==> src/rtl/swallow_div_pkg.sv <==
package swallow_div_pkg;
  // phase of one divide-by-2/3 cell; PH_EXTRA only occurs in a stretched cycle
  typedef enum logic [1:0] {
    PH_LOW   = 2'd0,
    PH_HIGH  = 2'd1,
    PH_EXTRA = 2'd2
  } phase_e;
endpackage

==> src/rtl/swallow_div_cell.sv <==
module swallow_div_cell
  import swallow_div_pkg::*;
(
  input  logic clk_i,
  input  logic rst_ni,
  input  logic en_i,
  input  logic stretch_i,
  output logic last_o,
  output logic wrap_o,
  output logic level_o
);
  phase_e ph_q;

  assign last_o  = (ph_q == PH_EXTRA) || ((ph_q == PH_HIGH) && !stretch_i);
  assign wrap_o  = en_i && last_o;
  assign level_o = (ph_q != PH_LOW);

  always_ff @(posedge clk_i or negedge rst_ni) begin
    if (!rst_ni) begin
      ph_q <= PH_LOW;
    end else if (en_i) begin
      unique case (ph_q)
        PH_LOW:  ph_q <= PH_HIGH;
        PH_HIGH: ph_q <= stretch_i ? PH_EXTRA : PH_LOW;
        default: ph_q <= PH_LOW;
      endcase
    end
  end
endmodule

==> src/rtl/swallow_div_word.sv <==
module swallow_div_word #(
  parameter int unsigned WIDTH = 4
) (
  input  logic             clk_i,
  input  logic             rst_ni,
  input  logic             load_i,
  input  logic [WIDTH-1:0] word_i,
  output logic [WIDTH-1:0] eff_o,
  output logic [WIDTH-1:0] hold_o
);
  logic             init_q;
  logic [WIDTH-1:0] hold_q;

  // first edge after reset uses the live word so the opening period is programmed
  assign eff_o  = init_q ? word_i : hold_q;
  assign hold_o = hold_q;

  always_ff @(posedge clk_i or negedge rst_ni) begin
    if (!rst_ni) begin
      init_q <= 1'b1;
      hold_q <= '0;
    end else begin
      init_q <= 1'b0;
      if (load_i || init_q) hold_q <= word_i;
    end
  end
endmodule

==> src/rtl/swallow_divider.sv <==
module swallow_divider #(
  parameter int unsigned STAGES = 4
) (
  input  logic              clk_i,
  input  logic              rst_ni,
  input  logic [STAGES-1:0] mod_i,
  output logic              div_o,
  output logic [STAGES-1:0] stage_o
);
  logic [STAGES-1:0] en, wrap, last, qual, level;
  logic [STAGES-1:0] word_eff, word_q;
  logic              div_q;
  logic              wrap_all;

  assign en[0]    = 1'b1;
  assign wrap_all = wrap[STAGES-1];

  swallow_div_word #(.WIDTH(STAGES)) u_word (
    .clk_i  (clk_i),
    .rst_ni (rst_ni),
    .load_i (wrap_all),
    .word_i (mod_i),
    .eff_o  (word_eff),
    .hold_o (word_q)
  );

  for (genvar i = 0; i < STAGES; i++) begin : g_cell
    if (i == STAGES - 1) begin : g_top
      assign qual[i] = 1'b1;
    end else begin : g_mid
      // stretch allowed only while every higher cell sits in its final phase
      assign qual[i] = qual[i+1] & last[i+1];
    end
    if (i > 0) begin : g_en
      assign en[i] = wrap[i-1];
    end
    swallow_div_cell u_cell (
      .clk_i     (clk_i),
      .rst_ni    (rst_ni),
      .en_i      (en[i]),
      .stretch_i (word_eff[i] & qual[i]),
      .last_o    (last[i]),
      .wrap_o    (wrap[i]),
      .level_o   (level[i])
    );
  end

  always_ff @(posedge clk_i or negedge rst_ni) begin
    if (!rst_ni) div_q <= 1'b0;
    else         div_q <= wrap_all;
  end

  assign div_o   = div_q;
  assign stage_o = level;
endmodule

==> config.mk <==
export PLATFORM = sky130hd
export DESIGN_NAME = swallow_divider
export DESIGN_NICKNAME = d
export VERILOG_FILES = /design/src/rtl/swallow_div_pkg.sv /design/src/rtl/swallow_div_cell.sv /design/src/rtl/swallow_div_word.sv /design/src/rtl/swallow_divider.sv
export SDC_FILE = /design/constraint.sdc
export NUM_CORES = 1
export LEC_CHECK = 0
export ABC_AREA = 1
export CELL_PAD_IN_SITES_DETAIL_PLACEMENT = 0
export CELL_PAD_IN_SITES_GLOBAL_PLACEMENT = 1
export CORE_MARGIN = 4
export CORE_UTILIZATION = 40
export DETAILED_ROUTE_END_ITERATION = 6
export PLACE_DENSITY = 0.77
export RECOVER_POWER = 50
export SYNTH_ARGS = -nofsm -noshare
export SYNTH_HDL_FRONTEND = slang
export SYNTH_HIERARCHICAL = 1
export SYNTH_SLANG_ARGS = --single-unit
==> constraint.sdc <==
create_clock -name clk_i -period 9.93 [get_ports clk_i]
set_input_delay 1.986 -clock clk_i [delete_from_list [all_inputs] [get_ports clk_i]]
set_output_delay 1.986 -clock clk_i [all_outputs]
set_load 0.005 [all_outputs]
==> impl_metrics.tcl <==
set metrics [dict create \
    grt_pass1_wl_mm 2.311 \
    synth_warnings 6 \
    core_area_mm2 0.001745 \
    overflow 0 \
    r2r_end "u_word/hold_o[1]$_DFFE_PN0P_" \
    route.vias.total 607 \
    fp.dieW_um 51.36 \
    clockBufferDepth 2 \
    syn-mean-instance-area_um2 7.520 \
    min_from "u_word/hold_o[2]$_DFFE_PN0P_" \
    area_growth_pct 19.97 \
    p_leak_nw 0.4531 \
    wl_per_cell_um 8.964 \
    ir_drop_mv 0.1090 \
    cts_sinks 14 \
    ctsResizeCount 0 \
    n_fill_cell 178 \
    critPathCaptureType "register" \
    r2r_slack_ns 6.46 \
    worstSkewPairLatency_ns 0.28 \
    drive_gt1_share_pct 13.04 \
    track_usage_pct 12.08 \
    tns_ns 0 \
    arrival_ns 5.15 \
    placement.io_buffers 10 \
    max-slew-margin-rel_pct 57.86 \
    clock_skew_ns 0.01102 \
    grt_pass1_vias 592 \
    hold_buffers 0 \
    nets 122 \
    cap_violations 0 \
    syn_area_um2 752.0 \
    htree_levels 1 \
    cts_made_buffers 3 \
    fp-row-count 15 \
    powerDensity_mw_per_mm2 214.0 \
    pin_count 11 \
    max_freq_mhz 200.2 \
    grt_max_degree 15 \
    dr.pass1.iters 3 \
    post_cts_buffers 0 \
    slew_viol_final 0 \
    holdPathStages 2 \
    whs_endpoint "u_word/hold_o[2]$_DFFE_PN0P_" \
    die_h_um 51.36 \
    fp.dieArea_mm2 0.002638 \
    gp_congestion 0.6802 \
    min-delay-path-class "register to register" \
    start_util_pct 43.08 \
    rsz0062_at_grt "no" \
    antenna_found_initial 0 \
    routed_wl_mm 1.255 \
    path_max_fanout 6 \
    synthCells 100 \
    max_stage_delay_ns 0.47 \
    hold_viol_final 0 \
    drc 0 \
    status "finished clean" \
    diodes 0 \
    cp_slowest_cell "clkdlybuf4s50_1" \
    crit_top_cell "nand2_1" \
    place_ws_ns 4.593 \
    drtIter0Drc 10 \
    period_needed_ns 4.995 \
    hpwl_um 965 \
    r2r_cells 29 \
    fin_ws_ns 4.935 \
    tightest_slew_ns 0.6301 \
    rr_startpoint "u_word/init_q$_DFF_PN1_" \
    clk_pin_slew_worst_paths_ns 0.07 \
    worstSetupPathType "input port to register" \
    fin_crit_sh_pct 50.30 \
    start_kind "input port" \
    clock-root-buffer "clkbuf_4" \
    viasPerCell 4.336 \
    ant_nets 0 \
    required_ns 10.09 \
    setup_violations 0 \
    cts_tree "done" \
]
==> layout make-up <==
class                           instances  area (µm²)  area share, %
Sequential cell                        14       351.6          38.97
Tap cell                               25       31.28          3.467
Multi-Input combinational cell         65       310.3          34.40
Inverter                               22       82.58          9.154
Clock buffer                            4       26.28          2.913
Timing Repair Buffer                   10       100.1          11.10
==> layout by cell type, fill, tap and decap left out <==
master	n
nand4_1	4
nor2_1	3
clkbuf_1	1
dfrtp_1	13
o21ai_2	3
clkbuf_4	3
o21ai_1	6
nand3_1	4
clkdlybuf4s50_1	8
dfstp_2	1
dlygate4sd3_1	2
conb_1	4
inv_1	18
a21oi_2	4
o21ai_0	7
nand2_1	30
inv_2	4
==> report_power, final <==
| part | leakage (nW) | internal, mW | switching (mW) |
|---|---|---|---|
| logic | 0.262 | 0.0357 | 0.0417 |
| clock network | 0.0150 | 0.0156 | 0.0179 |
| registers | 0.176 | 0.0706 | 0.0117 |
| total | 0.453 | 0.122 | 0.0713 |
==> worst max path at each step <==
stage             start  slack [ns]                      endpoint  cells past startpoint
2_1_floorplan  mod_i[3]        5.51  u_word/hold_o[1]$_DFFE_PN0P_                     29
3_3_place_gp   mod_i[3]        4.63  u_word/hold_o[0]$_DFFE_PN0P_                     30
3_5_place_dp   mod_i[3]        4.59  u_word/hold_o[0]$_DFFE_PN0P_                     30
4_1_cts        mod_i[3]        4.90  u_word/hold_o[1]$_DFFE_PN0P_                     30
5_1_grt        mod_i[3]        4.43  u_word/hold_o[0]$_DFFE_PN0P_                     30
6_report       mod_i[3]        4.94  u_word/hold_o[1]$_DFFE_PN0P_                     30
==> per-stage QoR <==
stage	hold slack [ns]	instance area (µm²)	power [mW]	util [%]	instances
6_report	0.4842	902.1	0.1931	51.68	140
3_5_place_dp	0.4670	879.6	0.1629	50.39	136
2_1_floorplan	0.4490	759.5	0.1332	-	102
4_1_cts	0.4882	905.9	0.1981	51.90	140
3_3_place_gp	0.4660	879.6	0.1625	50.39	136
5_1_grt	0.4987	902.1	0.2128	51.68	140
==> state kept, by name (all words and copies together) (netlist names) <==
signal              count
div_o                   1
u_word/hold_o           4
g_cell.u_cell/ph_q      8
u_word/init_q           1
==> layer usage <==
layer | part of all wire (%) | vias up | track usage (%)
li1 | - | 340 | -
met1 | 49 | 256 | 13.38
met2 | 45 | 9 | 19.70
met3 | 4.5 | 2 | 6.414
met4 | 1.1 | 0 | 3.930
met5 | 0 | - | 0
==> worst max-delay path: cells and delay by family <==
family          cells  cell delay [ns]
compound gates      5             0.83
buf+inv             9             1.04
simple gates       16             1.31
Note: power is estimated with default switching activity, not from simulation.
